### config.mk
export PLATFORM = sky130hd
export DESIGN_NAME = periodic_irq_sync
export DESIGN_NICKNAME = d
export VERILOG_FILES = /design/src/rtl/irqs_pkg.sv /design/src/rtl/ms_tick_gen.sv /design/src/rtl/rise_detect.sv /design/src/rtl/irq_enable_latch.sv /design/src/rtl/irq_request_fsm.sv /design/src/rtl/periodic_irq_sync.sv
export SDC_FILE = /design/constraint.sdc
export NUM_CORES = 1
export LEC_CHECK = 0
export BUFFER_PORTS_ARGS = -buffer_cell sky130_fd_sc_hd__buf_2
export CORE_ASPECT_RATIO = 0.75
export CORE_MARGIN = 3
export CORE_UTILIZATION = 35
export CTS_CLUSTER_DIAMETER = 40
export DETAILED_ROUTE_END_ITERATION = 7
export GPL_ROUTABILITY_DRIVEN = 1
export PLACE_DENSITY = 0.59
export SLEW_MARGIN = 20
export SYNTH_ARGS = -nofsm -noshare
export SYNTH_HDL_FRONTEND = slang
export SYNTH_SLANG_ARGS = --single-unit
export TNS_END_PERCENT = 100
### constraint.sdc
create_clock -name clk -period 1.9 [get_ports clk]
set_input_delay 0 -clock clk [delete_from_list [all_inputs] [get_ports clk]]
set_output_delay 0 -clock clk [all_outputs]
set_load 0.05 [all_outputs]
### src/rtl/irqs_pkg.sv
package irqs_pkg;

    typedef enum logic {
        EN_OFF = 1'b0,
        EN_ON  = 1'b1
    } en_state_t;

    typedef enum logic [1:0] {
        RQ_IDLE   = 2'd0,
        RQ_ARMED  = 2'd1,
        RQ_SYNCED = 2'd2
    } rq_state_t;

endpackage

### src/rtl/ms_tick_gen.sv
module ms_tick_gen #(
    parameter int unsigned CLK_HZ = 1_000_000
) (
    input  logic clk,
    input  logic pwr_rst,
    output logic tick
);
    localparam int unsigned TICK_CYCLES = CLK_HZ / 1000;
    localparam int unsigned CNT_W       = (TICK_CYCLES > 2) ? $clog2(TICK_CYCLES) : 1;
    localparam logic [CNT_W-1:0] LAST   = CNT_W'(TICK_CYCLES - 1);

    logic [CNT_W-1:0] cnt_q;

    always_ff @(posedge clk or posedge pwr_rst) begin
        if (pwr_rst) begin
            cnt_q <= '0;
        end else if (cnt_q == LAST) begin
            cnt_q <= '0;
        end else begin
            cnt_q <= cnt_q + CNT_W'(1);
        end
    end

    assign tick = (cnt_q == LAST);


    tick_single_chk: assert property (@(posedge clk) disable iff (pwr_rst)
        tick |=> !tick);

endmodule

### src/rtl/rise_detect.sv
module rise_detect (
    input  logic clk,
    input  logic pwr_rst,
    input  logic level,
    output logic pulse
);
    logic prev_q;

    always_ff @(posedge clk or posedge pwr_rst) begin
        if (pwr_rst) begin
            prev_q <= 1'b0;
        end else begin
            prev_q <= level;
        end
    end

    assign pulse = level & ~prev_q;


    pulse_edge_chk: assert property (@(posedge clk) disable iff (pwr_rst)
        pulse |=> !pulse);

endmodule

### src/rtl/irq_enable_latch.sv
module irq_enable_latch
    import irqs_pkg::*;
(
    input  logic clk,
    input  logic pwr_rst,
    input  logic set_strb,
    input  logic clr_strb,
    output logic enabled
);
    en_state_t state_q, state_d;

    always_ff @(posedge clk or posedge pwr_rst) begin
        if (pwr_rst) begin
            state_q <= EN_OFF;
        end else begin
            state_q <= state_d;
        end
    end

    always_comb begin
        state_d = state_q;
        unique case (state_q)
            EN_OFF: if (set_strb && !clr_strb) state_d = EN_ON;
            EN_ON:  if (clr_strb)              state_d = EN_OFF;
            default:                           state_d = EN_OFF;
        endcase
    end

    always_comb begin
        enabled = (state_q == EN_ON);
    end


    rd_off_chk: assert property (@(posedge clk) disable iff (pwr_rst)
        clr_strb |=> !enabled);


    wr_on_chk: assert property (@(posedge clk) disable iff (pwr_rst)
        (set_strb && !clr_strb) |=> enabled);

endmodule

### src/rtl/irq_request_fsm.sv
module irq_request_fsm
    import irqs_pkg::*;
(
    input  logic clk,
    input  logic pwr_rst,
    input  logic tick,
    input  logic enabled,
    input  logic fetch_pulse,
    input  logic ack,
    output logic pending,
    output logic synced
);
    rq_state_t state_q, state_d;

    always_ff @(posedge clk or posedge pwr_rst) begin
        if (pwr_rst) begin
            state_q <= RQ_IDLE;
        end else begin
            state_q <= state_d;
        end
    end

    always_comb begin
        state_d = state_q;
        if (ack) begin
            state_d = RQ_IDLE;
        end else begin
            unique case (state_q)
                RQ_IDLE:   if (tick && enabled) state_d = RQ_ARMED;
                RQ_ARMED:  if (fetch_pulse)     state_d = RQ_SYNCED;
                RQ_SYNCED:                      state_d = RQ_SYNCED;
                default:                        state_d = RQ_IDLE;
            endcase
        end
    end

    always_comb begin
        pending = (state_q != RQ_IDLE);
        synced  = (state_q == RQ_SYNCED);
    end


    ack_idle_chk: assert property (@(posedge clk) disable iff (pwr_rst)
        ack |=> !pending);


    arm_cause_chk: assert property (@(posedge clk) disable iff (pwr_rst)
        $rose(pending) |-> $past(tick && enabled));


    sync_cause_chk: assert property (@(posedge clk) disable iff (pwr_rst)
        $rose(synced) |-> $past(fetch_pulse));


    hold_one_chk: assert property (@(posedge clk) disable iff (pwr_rst)
        (pending && tick && !ack) |=> pending);

endmodule

### src/rtl/periodic_irq_sync.sv
module periodic_irq_sync #(
    parameter int unsigned CLK_HZ = 1_000_000
) (
    input  logic clk,
    input  logic pwr_rst,
    input  logic reg15_wr,
    input  logic reg15_rd,
    input  logic fetch_start,
    input  logic irq_ack,
    output logic int_n,
    output logic req_pending,
    output logic req_synced
);
    logic ms_tick;
    logic fetch_pulse;
    logic irq_enabled;

    ms_tick_gen #(.CLK_HZ(CLK_HZ)) u_tick (
        .clk     (clk),
        .pwr_rst (pwr_rst),
        .tick    (ms_tick)
    );

    rise_detect u_fetch_edge (
        .clk     (clk),
        .pwr_rst (pwr_rst),
        .level   (fetch_start),
        .pulse   (fetch_pulse)
    );

    irq_enable_latch u_enable (
        .clk      (clk),
        .pwr_rst  (pwr_rst),
        .set_strb (reg15_wr),
        .clr_strb (reg15_rd),
        .enabled  (irq_enabled)
    );

    irq_request_fsm u_request (
        .clk         (clk),
        .pwr_rst     (pwr_rst),
        .tick        (ms_tick),
        .enabled     (irq_enabled),
        .fetch_pulse (fetch_pulse),
        .ack         (irq_ack),
        .pending     (req_pending),
        .synced      (req_synced)
    );

    assign int_n = ~(fetch_start & req_synced & req_pending);


    intn_needs_fetch_chk: assert property (@(posedge clk) disable iff (pwr_rst)
        !int_n |-> (fetch_start && req_synced));

endmodule

Word level (Yosys, flattened, before mapping)
Index checks and enable logic that the tools add are counted.
{ "word_totals": {"ff_bits": 14, "in_bits": 6, "output_inout_bits": 3, "wordCells": 30} }
{ "classes": {"add_sub_neg": 1, "n_eq_ne": 5, "muxes": 8, "n_bitwise": 6, "reduce_logical": 6} }
{ "ops": {"columns": ["op", "n"], "rows": [
  ["10-bit by 1-bit adder with 10-bit output, second input constant", 1],
  ["10-bit equality test, second input constant", 1],
  ["10-bit two-way mux", 1],
  ["2-bit two-way mux", 3],
  ["2-bit case mux with 3 select lines", 1],
  ["1-bit bitwise AND", 3],
  ["3-bit by 2-bit != test with 1-bit output, second input constant", 1],
  ["3-bit != test, second input constant", 1],
  ["1-bit NOT", 3],
  ["2-bit by 1-bit equality test with 1-bit output, second input constant", 1],
  ["2-bit equality test, second input constant", 1],
  ["1-bit logical AND", 2],
  ["2-bit zero test", 1],
  ["1-bit two-way mux", 2],
  ["1-bit case mux with 2 select lines", 1],
  ["2-bit AND reduction", 1],
  ["2-bit nonzero test", 1],
  ["1-bit zero test", 1]
]} }

Logic depth before layout (Yosys ltp)
{ "depth": {"ltp_word": 5, "depth_mapped": 5, "depth_no_buf": 5} }

Modules after synthesis
From an unflattened synthesis, not the netlist that was laid out.
{ "unflattened": {"cells_unflattened": 72, "hier_area_um2": 769.5} }
{ "by_module_without_submodules": {"columns": ["module", "instances", "cells_each", "area_per_inst_um2", "seq_area_each_um2"], "rows": [
  ["ms_tick_gen", 1, 47, 506.7, 250.2],
  ["irq_request_fsm", 1, 18, 176.4, 50.0],
  ["rise_detect", 1, 3, 42.5, 25.0],
  ["irq_enable_latch", 1, 3, 38.8, 25.0],
  ["periodic_irq_sync", 1, 1, 5.0, 0.0]
]} }

Worst setup path before layout
Ideal clock, no wire load.
{ "synth_path": {"kind": "register -> register", "start": "register u_tick.cnt_q[0]", "end": "register u_tick.cnt_q[6]", "setup_time_ps": 126, "t_arrival_ps": 1484, "required_time_ps": 1774, "path_slack_ps": 290, "stages_incl_launch_ff": 6, "n_path_buf": 0, "synth_period_minus_slack_ps": 1610, "cell_sequence": "dfrtp_1 -> ha_1 -> nor4bb_4 -> and3_4 -> nand2_1 -> a311o_1"} }
{ "synth_via": {"elab_chain_len": 2, "word_cells_on_any_way": 3, "classes_between": "1 x add/sub; 1 x eq/ne; 1 x mux"} }
{ "synth_rtl": {"columns": ["element", "line", "source"], "rows": [
  ["from (decl)", "ms_tick_gen.sv:12", "logic [CNT_W-1:0] cnt_q;"],
  ["from (signal assigned)", "ms_tick_gen.sv:20", "cnt_q <= cnt_q + CNT_W'(1);"],
  ["10-bit by 1-bit adder with 10-bit output / 10-bit equality test (equally long branches)", "ms_tick_gen.sv:20, ms_tick_gen.sv:17", null],
  ["10-bit two-way mux (*)", "ms_tick_gen.sv:17", "end else if (cnt_q == LAST) begin"]
]} }
Mark *: on every way between the ends. The rest lies on a longest branch, timed or not.
A chain may end at the register's enable or synchronous reset.

Worst setup path in the final report
Same ends and word-level chain as after synthesis.

==> reports/summary.txt <==
SETUP PATH
-----------------------------------------------------------------------------------------------
Crit path required time                                                                 2080 ps
Worst path buffer plus inverter count                                                         0
CP Max Fanout                                                                                 5
Kind of cell adding the most delay to the critical path                            simple AND/OR/NAND/NOR gates
Cell with the largest stage delay on the worst path                                sky130_fd_sc_hd__dfrtp_1
Arrival time of data at the critical path endpoint                                      1900 ps
Crit-path cells                                                                    ha_1 -> nor4bb_4 -> and3_4 -> nand2_1 -> a311o_1
Worst setup EP type                                                                    register
Slack of the worst reg-to-reg path                                                       180 ps
Element type at the critical path start                                                register
Kind of critical path                                                                   reg2reg
Delay of the slowest cell on the worst path                                              370 ps

DRT
-----------------------------------------------------------------------------------------------
Wirelength per Cell                                                                     11.8 um
Remaining number of nets flagged by the antenna check after routing                           0
Mean number of vias per cell                                                               4.91
Routed via count                                                                            530
Drc violations                                                                                0
Iteration-0 DRC Markers                                                                       5
Detailed Routing Iterations Pass 1                                                            4
Total wire length after detailed routing                                                1280 um

SYNTH
-----------------------------------------------------------------------------------------------
Net Count, Synth                                                                             79
Mux contribution to synthesized area                                                      1.40%
Cell taking the most area after synthesis                                          sky130_fd_sc_hd__dfrtp_1
Top cell type's share of synthesized area                                                 49.1%
Synth top area cells                                                               sky130_fd_sc_hd__dfrtp_1 (49%), sky130_fd_sc_hd__ha_1 (7.0%), sky130_fd_sc_hd__nor2_1 (4.2%)
Number of synthesized flops with an enable pin                                                0
Synthesized flop and latch total                                                             14
Simple logic cell fraction of the synthesized area                                        24.4%
Number of warning messages in the yosys log                                                   0
Portion of the post-synthesis area used by sequential elements                            49.1%
Synth unique cells                                                                           23
Post-synthesis adder-cell area fraction                                                   7.02%
Mean post-synth cell area                                                            10.3 sq um
Synth Flop Type                                                                    sky130_fd_sc_hd__dfrtp_1
Number of standard cells after synthesis                                                     69
Cell area after synthesis                                                             713 sq um
Async set or reset register ratio after synthesis                                          100%
XOR/XNOR share of the synthesized area                                                    4.91%
Main combinational cell family by area after synthesis                             simple AND/OR/NAND/NOR gates
Synth Area in Compound Gates                                                              10.0%

GLOBAL ROUTING
-----------------------------------------------------------------------------------------------
First-pass GRT wire length                                                              2310 um
Vias in the first global route                                                              508
Aggregate global-route resource usage                                                     12.0%
Initial antenna violation count                                                               0
Total grt overflow                                                                            0
Largest net degree at the start of global routing                                            15

CTS
-----------------------------------------------------------------------------------------------
Post-CTS setup-driven buffer insertion count                                                  0
Clock insertion delay at the later pin of the skew report                                290 ps
Count of H-tree levels built during CTS                                                       1
Num CTS Buffers                                                                               3
Maximum clock path buffer count                                                               2
Number of hold buffers added after cts                                                        5
Clock input transition at the sequential cells of the worst setup and hold paths          90 ps
TritonCTS clock tree                                                                       done
CTS root buf                                                                       sky130_fd_sc_hd__clkbuf_4
Number of sinks driven by the clock tree                                                     14
Resized cells post-CTS                                                                        0

RUN
-----------------------------------------------------------------------------------------------
Number of maximum-capacitance constraint violations                                           0

TIMING
-----------------------------------------------------------------------------------------------
Total count of hold-check failures in the final report                                        0
Tmin final                                                                              1720 ps
Final clock skew                                                                        13.4 ps
Maximum clock frequency                                                                 582 MHz
Final Max Tran Viols                                                                          0
Setup ws final                                                                           181 ps
Post-Route Setup TNS                                                                       0 ps
RSZ-0062 raised after global routing                                                         no
Final setup violating endpoints                                                               0
Relative max-transition margin                                                            64.8%
Post-route fraction of the period consumed by the critical path                           90.5%
Transition time at the pin with the least slew margin                                    527 ps

POWER
-----------------------------------------------------------------------------------------------
Power density of the placed cells                                                   626 nW/um^2
Power after layout                                                                       542 uW
Flop pwr share                                                                            55.5%
Total leakage power                                                                    0.423 nW
Total internal power                                                                     430 uW
Relative contribution of the clock network to total power                                 39.9%
Gate power share                                                                           4.6%
Switching power                                                                          112 uW
IR drop worst, VDD                                                                   0.000480 V
Switching power as a share of total power                                                 20.7%

FLOORPLAN
-----------------------------------------------------------------------------------------------
Placeable core region                                                                1820 sq um
Row count                                                                                    13
Count of boundary I/O pins                                                                    9
Die outline area                                                                     2620 sq um
Die Span X                                                                              58.1 um
Die height                                                                              45.1 um
Initial standard-cell utilization of the core                                             39.1%

HOLD PATH
-----------------------------------------------------------------------------------------------
Hold crit path type                                                                    in2async

PLACEMENT
-----------------------------------------------------------------------------------------------
Weighted congestion reported at the end of routability-driven placement                   0.790
Count of port buffers added during placement                                                  8
Pre-CTS WS                                                                               164 ps
Half-perimeter wire length after detailed placement                                      970 um

RUN STATUS
-----------------------------------------------------------------------------------------------
Run status                                                                         finished, final reports clean

CELLS AND AREA
-----------------------------------------------------------------------------------------------
Area growth from synthesis to layout                                                      21.6%
Fraction of final layout cells sized beyond drive strength 1                              16.3%
Final net count                                                                              97
Antenna diode count                                                                           0

==> cells in the mapped netlist (all sizes together) (2+ instances only) <==
cell	number
o21bai	2
xnor2	3
dfrtp	14
and3	3
nand2	4
nand4	2
nor3	3
nor2	8
a21o	2
inv	6
ha	4
nor2b	3
a21oi	3
nand3	4
==> final cells by class <==
class	count	area [sq um]
Clock buffer	4	36.3
Fill cell	185	955
Inverter	6	22.5
Multi-Input combinational cell	49	340
Sequential cell	14	350
Tap cell	22	27.5
Timing Repair Buffer	13	90.1
==> flip-flops by register name (all words and copies together) (netlist names) <==
register             flops
u_enable.enabled         1
u_request.state_q        2
u_fetch_edge.prev_q      1
u_tick.cnt_q            10
==> cells by family after synthesis <==
group	count (synthesis)
multiplexers	1
adder cells (fa/ha/maj)	4
AND/OR/NAND/NOR	30
buffers and inverters	6
XOR/XNOR	4
AO/OA/AOI/OAI	10
flip-flops	14
==> power groups by stage <==
stage          Clock (mW)  Combinational (mW)  Sequential [mW]
6_report            0.216              0.0251            0.301
5_1_grt             0.235              0.0295            0.302
4_1_cts             0.222              0.0259            0.301
3_5_place_dp            0              0.0176            0.307
3_3_place_gp            0              0.0175            0.307
2_1_floorplan           0             0.00893            0.307
==> worst min-delay path: cells and delay by family <==
kind     cells  cell delay [ps]
buf+inv      3             1040
==> through the flow <==
stage	instances	util (%)	hold slack, ps	instance area [sq um]
2_1_floorplan	69	-	-111	713
3_3_place_gp	99	42.9	74.6	781
3_5_place_dp	99	42.9	71.9	781
4_1_cts	108	47.6	306	867
5_1_grt	108	47.6	346	867
6_report	108	47.6	278	867
==> per-layer routing <==
metal	GRT usage (%)	wire length [um]
met1	16.1	660
met2	17.3	542
met3	5.14	60
met4	4.17	14
met5	0	0
==> cells in the final DEF (no fill, tap or decap) <==
master                          count
sky130_fd_sc_hd__a211oi_1           1
sky130_fd_sc_hd__a21o_1             2
sky130_fd_sc_hd__a21oi_1            3
sky130_fd_sc_hd__a311o_1            1
sky130_fd_sc_hd__a311oi_1           1
sky130_fd_sc_hd__and3_1             2
sky130_fd_sc_hd__and3_4             1
sky130_fd_sc_hd__buf_2              8
sky130_fd_sc_hd__clkbuf_4           3
sky130_fd_sc_hd__clkbuf_8           1
sky130_fd_sc_hd__dfrtp_1           14
sky130_fd_sc_hd__dlygate4sd3_1      5
sky130_fd_sc_hd__ha_1               4
sky130_fd_sc_hd__inv_1              6
sky130_fd_sc_hd__mux2i_1            1
sky130_fd_sc_hd__nand2_1            4
sky130_fd_sc_hd__nand2b_1           1
sky130_fd_sc_hd__nand3_1            4
sky130_fd_sc_hd__nand4_1            2
sky130_fd_sc_hd__nor2_1             8
sky130_fd_sc_hd__nor2b_1            3
sky130_fd_sc_hd__nor3_1             3
sky130_fd_sc_hd__nor3b_1            1
sky130_fd_sc_hd__nor4bb_4           1
sky130_fd_sc_hd__o21bai_1           2
sky130_fd_sc_hd__xnor2_1            3
sky130_fd_sc_hd__xor2_1             1
==> worst paths after layout <==
path,start,end,depth (start not counted)
worst max-delay path,u_tick.cnt_q[0],u_tick.cnt_q[6],5
worst min-delay path,pwr_rst,u_tick.cnt_q[5],3
worst max register to register,u_tick.cnt_q[0],u_tick.cnt_q[6],5
worst min register to register,u_tick.cnt_q[0],u_tick.cnt_q[0],1
max in group asynchronous,pwr_rst,u_tick.cnt_q[2],3
min in group clk,fetch_start,u_fetch_edge.prev_q,2
(Power assumes the default switching activity.)
